## config.mk

```make
export PLATFORM = sky130hd
export DESIGN_NAME = erase_sched
export DESIGN_NICKNAME = d
export VERILOG_FILES = /design/src/rtl/es_pkg.sv /design/src/rtl/es_tick_timer.sv /design/src/rtl/es_prot_map.sv /design/src/rtl/es_lowest_pick.sv /design/src/rtl/erase_sched.sv
export SDC_FILE = /design/constraint.sdc
export NUM_CORES = 1
export LEC_CHECK = 0
export BUFFER_PORTS_ARGS = -buffer_cell sky130_fd_sc_hd__buf_2
export CORE_MARGIN = 2
export CORE_UTILIZATION = 35
export CTS_BUF_LIST = sky130_fd_sc_hd__clkbuf_8
export DETAILED_ROUTE_END_ITERATION = 8
export HOLD_SLACK_MARGIN = 0.12
export PLACE_DENSITY = 0.55
export SLEW_MARGIN = 40
export SYNTH_ARGS = -nofsm -noshare
export SYNTH_HDL_FRONTEND = slang
export SYNTH_SLANG_ARGS = --single-unit
```

## constraint.sdc

```tcl
create_clock -name clk -period 3.9 [get_ports clk]
set_clock_uncertainty 0.2 [all_clocks]
set_input_delay 0.78 -clock clk [delete_from_list [all_inputs] [get_ports clk]]
set_output_delay 0.78 -clock clk [all_outputs]
set_load 0.05 [all_outputs]
```

## src/rtl/es_pkg.sv

```systemverilog
// Shared types for the block erase scheduler.
package es_pkg;
    typedef enum logic [2:0] {
        ST_IDLE   = 3'd0,
        ST_SELECT = 3'd1,
        ST_ERASE  = 3'd2,
        ST_NOOP   = 3'd3,
        ST_SUSP   = 3'd4
    } es_state_t;
endpackage

```

## src/rtl/es_tick_timer.sv

```systemverilog
// Counts microsecond tick pulses up to LIMIT and then holds there.
// Assumes: tick lasts one cycle; clr has priority over counting.
module es_tick_timer #(
    parameter int LIMIT = 50,
    localparam int W = $clog2(LIMIT + 1)
) (
    input  logic clk,
    input  logic rst_n,
    input  logic clr,
    input  logic run,
    input  logic tick,
    output logic expired
);
    logic [W-1:0] cnt;

    // Count ticks while running; restart from zero on clear.
    always_ff @(posedge clk) begin
        if (!rst_n)
            cnt <= '0;
        else if (clr)
            cnt <= '0;
        else if (run && tick && cnt != W'(LIMIT))
            cnt <= cnt + 1'b1;
    end

    // Timer has reached its limit.
    always_comb expired = (cnt == W'(LIMIT));

    // The count never passes the limit (window/no-op timing, R2).
    p_cnt_bound_r2: assert property (@(posedge clk) disable iff (!rst_n)
        cnt <= W'(LIMIT));
endmodule

```

## src/rtl/es_prot_map.sv

```systemverilog
// Expands the per-group lock bits into a per-block protection vector.
// Assumes: groups are GRP_SIZE consecutive blocks, group g starting at g*GRP_SIZE.
module es_prot_map #(
    parameter int NUM_BLK  = 16,
    parameter int GRP_SIZE = 4,
    localparam int NUM_GRP = NUM_BLK / GRP_SIZE
) (
    input  logic [NUM_GRP-1:0] grp_lock,
    output logic [NUM_BLK-1:0] blk_lock
);
    for (genvar b = 0; b < NUM_BLK; b++) begin : g_blk
        // Each block takes the lock bit of its group.
        assign blk_lock[b] = grp_lock[b / GRP_SIZE];
    end
endmodule

```

## src/rtl/es_lowest_pick.sv

```systemverilog
// Finds the lowest set bit of a vector, which sets the ascending erase order.
// Assumes: idx is meaningful only when any is 1.
module es_lowest_pick #(
    parameter int N  = 16,
    parameter int IW = 4
) (
    input  logic [N-1:0]  vec,
    output logic [IW-1:0] idx,
    output logic          any
);
    // Scan from the top down so the lowest set bit wins.
    always_comb begin
        idx = '0;
        for (int i = N - 1; i >= 0; i--) begin
            if (vec[i]) idx = IW'(i);
        end
        any = |vec;
    end
endmodule

```

## src/rtl/erase_sched.sv

```systemverilog
// Block erase scheduler: gathers block selections inside a restartable window,
// removes protected blocks, erases the rest in ascending order through a
// request/done handshake, and supports suspend/resume of block-erase runs.
// Assumes: command inputs are one-cycle pulses; erase_done is honoured only
// while erase_req is high; protection is sampled when a run starts.
module erase_sched
    import es_pkg::*;
#(
    parameter int NUM_BLK    = 16,
    parameter int GRP_SIZE   = 4,
    parameter int SEL_WIN_US = 50,
    parameter int NOOP_US    = 100,
    localparam int BLK_W   = $clog2(NUM_BLK),
    localparam int NUM_GRP = NUM_BLK / GRP_SIZE
) (
    input  logic               clk,
    input  logic               rst_n,
    input  logic               us_tick,
    input  logic               sel_valid,
    input  logic [BLK_W-1:0]   sel_blk,
    input  logic               chip_erase,
    input  logic               suspend,
    input  logic               resume,
    input  logic [NUM_GRP-1:0] prot_grp,
    input  logic               erase_done,
    output logic               busy,
    output logic               suspended,
    output logic               erase_req,
    output logic [BLK_W-1:0]   erase_blk
);
    es_state_t          state, state_n;
    logic [NUM_BLK-1:0] pend, pend_n;
    logic [NUM_BLK-1:0] work, work_n;
    logic               chip_run, chip_run_n;
    logic               win_susp, win_susp_n;

    logic [NUM_BLK-1:0] blk_lock;
    logic [NUM_BLK-1:0] sel_bit, cur_bit, remain, pend_ok, chip_ok;
    logic [BLK_W-1:0]   cur_idx;
    logic               cur_any;
    logic               win_exp, noop_exp;

    es_prot_map #(.NUM_BLK(NUM_BLK), .GRP_SIZE(GRP_SIZE)) i_prot (
        .grp_lock (prot_grp),
        .blk_lock (blk_lock)
    );

    es_lowest_pick #(.N(NUM_BLK), .IW(BLK_W)) i_pick (
        .vec (work),
        .idx (cur_idx),
        .any (cur_any)
    );

    es_tick_timer #(.LIMIT(SEL_WIN_US)) i_win (
        .clk     (clk),
        .rst_n   (rst_n),
        .clr     ((state != ST_SELECT) || sel_valid),
        .run     (state == ST_SELECT),
        .tick    (us_tick),
        .expired (win_exp)
    );

    es_tick_timer #(.LIMIT(NOOP_US)) i_noop (
        .clk     (clk),
        .rst_n   (rst_n),
        .clr     (state != ST_NOOP),
        .run     (state == ST_NOOP),
        .tick    (us_tick),
        .expired (noop_exp)
    );

    // Masks used when a run starts or a block finishes.
    always_comb begin
        sel_bit = NUM_BLK'(1) << sel_blk;
        cur_bit = NUM_BLK'(1) << cur_idx;
        remain  = work & ~cur_bit;
        pend_ok = pend & ~blk_lock;
        chip_ok = ~blk_lock;
    end

    // Next-state logic for the scheduler.
    always_comb begin
        state_n    = state;
        pend_n     = pend;
        work_n     = work;
        chip_run_n = chip_run;
        win_susp_n = win_susp;
        unique case (state)
            ST_IDLE: begin
                if (chip_erase) begin
                    work_n     = chip_ok;
                    chip_run_n = 1'b1;
                    pend_n     = '0;
                    state_n    = (|chip_ok) ? ST_ERASE : ST_NOOP;
                end else if (sel_valid) begin
                    pend_n  = sel_bit;
                    state_n = ST_SELECT;
                end
            end
            ST_SELECT: begin
                if (suspend) begin
                    win_susp_n = 1'b1;
                    state_n    = ST_SUSP;
                end else if (sel_valid) begin
                    pend_n = pend | sel_bit;
                end else if (win_exp) begin
                    work_n  = pend_ok;
                    state_n = (|pend_ok) ? ST_ERASE : ST_NOOP;
                end
            end
            ST_ERASE: begin
                if (erase_done) begin
                    work_n = remain;
                    if (remain == '0) begin
                        chip_run_n = 1'b0;
                        state_n    = ST_IDLE;
                    end else if (suspend && !chip_run) begin
                        win_susp_n = 1'b0;
                        state_n    = ST_SUSP;
                    end
                end else if (suspend && !chip_run) begin
                    win_susp_n = 1'b0;
                    state_n    = ST_SUSP;
                end
            end
            ST_NOOP: begin
                if (noop_exp) begin
                    chip_run_n = 1'b0;
                    state_n    = ST_IDLE;
                end
            end
            ST_SUSP: begin
                if (resume) begin
                    win_susp_n = 1'b0;
                    if (win_susp) begin
                        work_n  = pend_ok;
                        state_n = (|pend_ok) ? ST_ERASE : ST_NOOP;
                    end else begin
                        state_n = ST_ERASE;
                    end
                end
            end
            default: state_n = ST_IDLE;
        endcase
    end

    // State registers.
    always_ff @(posedge clk) begin
        if (!rst_n) begin
            state    <= ST_IDLE;
            pend     <= '0;
            work     <= '0;
            chip_run <= 1'b0;
            win_susp <= 1'b0;
        end else begin
            state    <= state_n;
            pend     <= pend_n;
            work     <= work_n;
            chip_run <= chip_run_n;
            win_susp <= win_susp_n;
        end
    end

    // Outputs decoded from the state.
    always_comb begin
        busy      = (state == ST_SELECT) || (state == ST_ERASE) || (state == ST_NOOP);
        suspended = (state == ST_SUSP);
        erase_req = (state == ST_ERASE) && cur_any;
        erase_blk = cur_idx;
    end

    // A pending request holds its block until done or suspend.
    p_req_hold_r4: assert property (@(posedge clk) disable iff (!rst_n)
        (erase_req && !erase_done && !suspend) |=> (erase_req && $stable(erase_blk)));

    // The next block requested after a done is always higher.
    p_ascend_r4: assert property (@(posedge clk) disable iff (!rst_n)
        (erase_req && erase_done) |=> (!erase_req || erase_blk > $past(erase_blk)));

    // Suspend during a block-erase run is in effect one cycle later.
    p_susp_fast_r7: assert property (@(posedge clk) disable iff (!rst_n)
        (erase_req && suspend && !chip_run && !erase_done) |=> (suspended && !erase_req));

    // A chip-wide erase ignores suspend.
    p_chip_nosusp_r9: assert property (@(posedge clk) disable iff (!rst_n)
        (erase_req && chip_run && suspend) |=> !suspended);

    // Resume after an erase-time suspend requests the same block again.
    p_resume_same_r7: assert property (@(posedge clk) disable iff (!rst_n)
        (suspended && resume && !win_susp) |=> (erase_req && erase_blk == $past(erase_blk)));
endmodule

```

## Word-level counts from Yosys, hierarchy flattened

Cells that the tools add are included.

- Bitwise logic cells: 6
- Shift operators: 2
- Add/sub/neg operators: 2
- Equality and inequality tests: 25
- Muxes and demuxes: 54
- Reduce and logical (&&, ||, !) cells: 26

Operators with widths:

| kind | count |
|---|---|
| 16-bit 2-to-1 mux | 11 |
| 4-bit 2-to-1 mux | 16 |
| 16-bit one-hot mux with 4 select lines | 1 |
| 16-bit OR reduction | 3 |
| 16-bit bitwise AND | 2 |
| 16-bit NOT | 2 |
| 16-bit one-hot mux with 2 select lines | 1 |
| 1-bit by 4-bit << shifter with 16-bit output (first input constant) | 2 |
| 3-bit 2-to-1 mux | 10 |
| 2-bit != test (second input constant) | 10 |
| 16-bit zero test | 1 |
| 16-bit bitwise OR | 1 |
| 3-bit one-hot mux with 5 select lines | 1 |
| 1-bit 2-to-1 mux | 12 |
| 3-bit != test (second input constant) | 4 |
| 5-bit AND reduction | 2 |
| 4-bit AND reduction | 2 |
| 8-bit AND reduction | 1 |
| 7-bit by 1-bit adder with 7-bit output (second input constant) | 1 |
| 7-bit equality test (second input constant) | 1 |
| 7-bit != test (second input constant) | 1 |
| 6-bit by 1-bit adder with 6-bit output (second input constant) | 1 |
| 3-bit by 2-bit equality test with 1-bit output (second input constant) | 2 |
| 6-bit equality test (second input constant) | 1 |
| other kinds (16) | 26 |

- Word-level logic and storage cells: 122
- Register bits: 50
- Output and inout port bits: 7
- Input port bits: 16

## Logic depth before layout (Yosys ltp)

- Depth after elaboration: 23
- Gate-level depth with buffers: 10
- Mapped depth without buffers: 10

## Cells and area by module

Synthesis repeated with hierarchy kept, for this count alone.

- Cells, all modules: 453
- Area total of the unflattened synthesis: 3365.7 um^2

By module, submodules not included:

| module | times used | cells each | area each (um^2) | sequential area each (um^2) |
|---|---|---|---|---|
| erase_sched | 1 | 318 | 2361.0 | 740.7 |
| es_tick_timer at i_noop | 1 | 47 | 390.4 | 140.1 |
| es_tick_timer at i_win | 1 | 38 | 317.8 | 120.1 |
| es_lowest_pick | 1 | 34 | 176.4 | 0.0 |
| es_prot_map | 1 | 16 | 120.1 | 0.0 |

## Worst setup path after synthesis

No wires, ideal clock.

- Kind: flip-flop to flip-flop
- From: register state[2]
- To: register work[8]
- Slack: 0.583 ns
- Arrival: 2.984 ns
- Setup time: 0.133 ns
- Buffers on the path: 2
- Cell stages (with the launch flop): 11
- Data required time: 3.567 ns
- Cell sequence: dfxtp_1 -> clkbuf_1 -> inv_1 -> nor3_1 -> a22oi_1 -> nand2_1 -> or2_2 -> clkbuf_1 -> nor3_1 -> o21ai_0 -> a31oi_1

- Word-level cells in the longest chain between the ends: 3

Ends and longest elaborated chain:

| element | line | source |
|---|---|---|
| start, declared | erase_sched.sv:31 | `es_state_t state, state_n;` |
| start signal, assigned | erase_sched.sv:156 | `state <= state_n;` |
| 3-bit equality test (*) | -- |  |
| net suspended | erase_sched.sv:27 | `output logic suspended,` |
| 2-bit by 1-bit != test with 1-bit output (no line), or another cell as far along | -- |  |
| 8-bit AND reduction (no line) | -- |  |
| end signal, assigned | erase_sched.sv:158 | `work <= work_n;` |
| end, declared | erase_sched.sv:33 | `logic [NUM_BLK-1:0] work, work_n;` |

The timed path passes the listed nets; every way through them passes the cells marked *.
A chain may end at the register's enable or synchronous reset.

## Worst setup path after layout

- From: register work[15]
- To: output port erase_blk[0]

- Word-level cells in the longest chain between the ends: 16

Ends and longest elaborated chain:

| element | line | source |
|---|---|---|
| 4-bit 2-to-1 mux (16 in series) | es_lowest_pick.sv:15 | `if (vec[i]) idx = IW'(i);` |
| end, declared | erase_sched.sv:29 | `output logic [BLK_W-1:0] erase_blk` |

No other way between the ends.

==> metrics.log <==
[metrics] post-detailed-route count of antenna-violating nets: 0
[metrics] number of buffers added to fix hold violations after cts: 0
[metrics] fraction of the mapped netlist area in adder cells: 0.0169
[metrics] detail-routed via count per cell: 5.60
[metrics] area inside the core boundary: 8220 um2
[metrics] Tightest Pin Transition: 0.688 ns
[metrics] capturing element type of the critical path: output port
[metrics] total global routing track utilization: 0.180
[metrics] type of the worst min-delay path: register to register
[metrics] power per cell area: 989 nW/um2
[metrics] Sum Neg Setup Slack: 0 ns
[metrics] multi-input logic area: 1820 um2
[metrics] min setup slack post-route: 0.814 ns
[metrics] register cell area after layout: 1000 um2
[metrics] fraction of layout instances using a drive strength above 1: 0.123
[metrics] source-to-sink clock delay at the later pin of the worst-skew pair: 0.30 ns
[metrics] clock slew seen by the registers of the worst setup and hold paths: 0.09 ns
[metrics] GR Overflow Total: 0
[metrics] wire length of the first global-routing pass: 13100 um
[metrics] number of antenna violations at the first check in global routing: 0
[metrics] Worst Path Required: 2.92 ns
[metrics] area of the mapped netlist: 2960 um2
[metrics] area growth from synthesis to layout: 8.47%
[metrics] number of nets in the layout: 418
[metrics] post-synthesis area per instance: 7.64 um2
[metrics] Max-Slew Margin vs Limit: 0.538
[metrics] post-synthesis sequential area ratio: 0.339
[metrics] Num Clock Sinks: 50
[metrics] via count of the first global-routing pass: 2691
[metrics] mux cell area share after synthesis: 0.0237
[metrics] clock tree root driver cell: clkbuf_8
[metrics] Final Cycle Share: 0.791
[metrics] share of synthesized cell area in and, or, nand and nor gates: 0.269
[metrics] CP Launch Type: register
[metrics] peak ir drop on the vdd network: 0.000264 V
[metrics] fraction of synthesis flops using an asynchronous set or reset pin: 0
[metrics] standard-cell rows: 33
[metrics] number of vias in the routed layout: 2815
[metrics] number of input and output port buffers inserted: 22
[metrics] max-capacitance violation count: 0
[metrics] post-CTS resize count: 0
[metrics] Static Leak: 0.00113 uW
[metrics] Total Die Area: 9190 um2
[metrics] Max Transition Viols Final: 0
[metrics] depth of the CTS H-tree: 2
[metrics] die outline height: 95.9 um
[metrics] starting density of the core: 0.360
[metrics] DRC violations left: 0
[metrics] pin count of the biggest net entering global routing: 33
[metrics] top-level I/O count: 23
[metrics] flop and latch count out of synthesis: 50
[metrics] Hold Fails Final Rpt: 0
[metrics] detailed-routing iteration count for the pre-antenna-repair pass: 4
[metrics] instance count along the most critical hold path: 2
[metrics] Post-CTS Setup Bufs: 0
[metrics] cts bufs inserted: 5
[metrics] largest family of logic cells by synthesized area: compound AO/OA/AOI/OAI gates
[metrics] design area: 3210 um2
[metrics] detailed placer's ending HPWL: 5750 um
[metrics] Arr. time, crit path: 2.11 ns
[metrics] Fill cells: 878
[metrics] largest driver fanout on the critical path: 6
[metrics] shortest period the worst path allows: 3.09 ns
[metrics] Routed WL: 7760 um
[metrics] Post-synth top flop: dfxtp_1
[metrics] weighted congestion at the end of routability-driven global placement: 0.897
[metrics] number of enable-type register cells in the synthesized netlist: 0
[metrics] number of warning messages in the yosys log: 0
[metrics] Peak Freq: 324 MHz
[metrics] synth unique cells: 58
[metrics] worst setup slack after placement: 0.982 ns
[metrics] Mapped Nets: 407
[metrics] unrepaired setup endpoints after global routing: false
[metrics] Wirelength per Cell: 15.4 um
[metrics] number of buffers on the longest clock path: 2
[metrics] # diodes: 0
[metrics] type of the worst setup path: register to output port
[metrics] Worst R2R Path Depth: 8
[metrics] number of instances in the synthesized netlist: 387
[metrics] Starting DRT DRC Count: 147
[metrics] outcome: completed
[metrics] Placed Area: 3130 um2
[metrics] chip width: 95.9 um
[metrics] Synth Area in Compound Gates: 0.274
[metrics] setup violation total in the final timing report: 0
[metrics] PnR Total Power: 3170 uW
[metrics] Synth Area in XOR/XNOR: 0.0296
[metrics] TritonCTS clock tree: yes
## cells by family (layout without fill, tap and decap cells)
logic type / after synthesis / after routing
simple gates: 160 / 160
compound gates: 121 / 121
flops: 50 / 50
buf+inv: 35 / 46
xor+xnor: 10 / 10
mux: 7 / 7
fa+ha+maj: 4 / 4
## synth_stat cells, types with 5 or more instances
cell type | instances | area share
nor2_1 | 72 | 0.091
dfxtp_1 | 50 | 0.34
a21oi_1 | 35 | 0.059
o21ai_0 | 31 | 0.052
nand2_1 | 21 | 0.027
nor3_1 | 19 | 0.032
clkbuf_1 | 17 | 0.022
inv_1 | 15 | 0.019
a22oi_1 | 8 | 0.020
mux2i_1 | 7 | 0.024
nor4_1 | 7 | 0.015
xor2_1 | 6 | 0.018
a31oi_1 | 5 | 0.011
nand3_1 | 5 | 0.0085
nor2b_1 | 5 | 0.011
o21a_1 | 5 | 0.013
o22ai_1 | 5 | 0.011
## cell usage in the layout (no fill, tap or decap), drive strengths merged, types with 5 or more instances in the layout
cell type / instances
nor2: 72
dfxtp: 50
a21oi: 35
o21ai: 31
buf: 24
nand2: 23
nor3: 20
inv: 17
nor4: 9
a22oi: 8
mux2i: 7
xor2: 6
o21a: 5
nor2b: 5
o22ai: 5
nand3: 5
a31oi: 5
clkbuf: 5
a211oi: 5
## worst max-delay path: stages, from the launching register on
cell      delay (ns)
dfxtp_1         0.46
nand2b_1        0.08
a221oi_1        0.52
o22ai_1         0.31
nor2_1          0.16
buf_2           0.28
## registers in the layout, indices dropped and copies added, names as in the netlist
| name | count |
|---|---|
| win_susp | 1 |
| state | 3 |
| i_win.cnt | 6 |
| chip_run | 1 |
| i_noop.cnt | 7 |
| work | 16 |
| pend | 16 |
## power breakdown
group / leakage (uW) / switching, uW / internal (uW)
Combinational: 0.000680 / 1390 / 692
Sequential: 0.000406 / 204 / 608
Clock: 0.0000466 / 161 / 119
## per-layer routing
layer / routed length (um) / vias to the layer above / track usage
met5: 0 / - / 0
met2: 3490 / 49 / 0.297
met3: 230 / 9 / 0.0211
met4: 120 / 0 / 0.0500
li1: - / 1424 / -
met1: 3920 / 1333 / 0.250
## path summary, 6_finish.rpt
check / startpoint / endpoint / slack [ns]
worst max register to register: work[15] / win_susp / 0.97
worst min-delay path: i_win.cnt[5] / i_win.cnt[5] / 0.30
worst min register to register: i_win.cnt[5] / i_win.cnt[5] / 0.30
worst max-delay path: work[15] / erase_blk[0] / 0.81
## metrics by stage
| step | utilization | hold slack (ns) | std cells |
|---|---|---|---|
| after floorplan | - | 0.259 | 387 |
| after global placement | 0.381 | 0.279 | 496 |
| after detailed placement | 0.381 | 0.288 | 496 |
| after CTS | 0.390 | 0.301 | 503 |
| after global routing | 0.390 | 0.315 | 503 |
| final | 0.390 | 0.298 | 503 |
## layout make-up
class | instances | share of cell area
well taps | 105 | 0.0410
multi-input cells | 302 | 0.566
inverters | 15 | 0.0176
repair buffers | 24 | 0.0390
clock buffers | 5 | 0.0215
clock inverters | 2 | 0.00234
flip-flops and latches | 50 | 0.312
(Power assumes the default switching activity.)
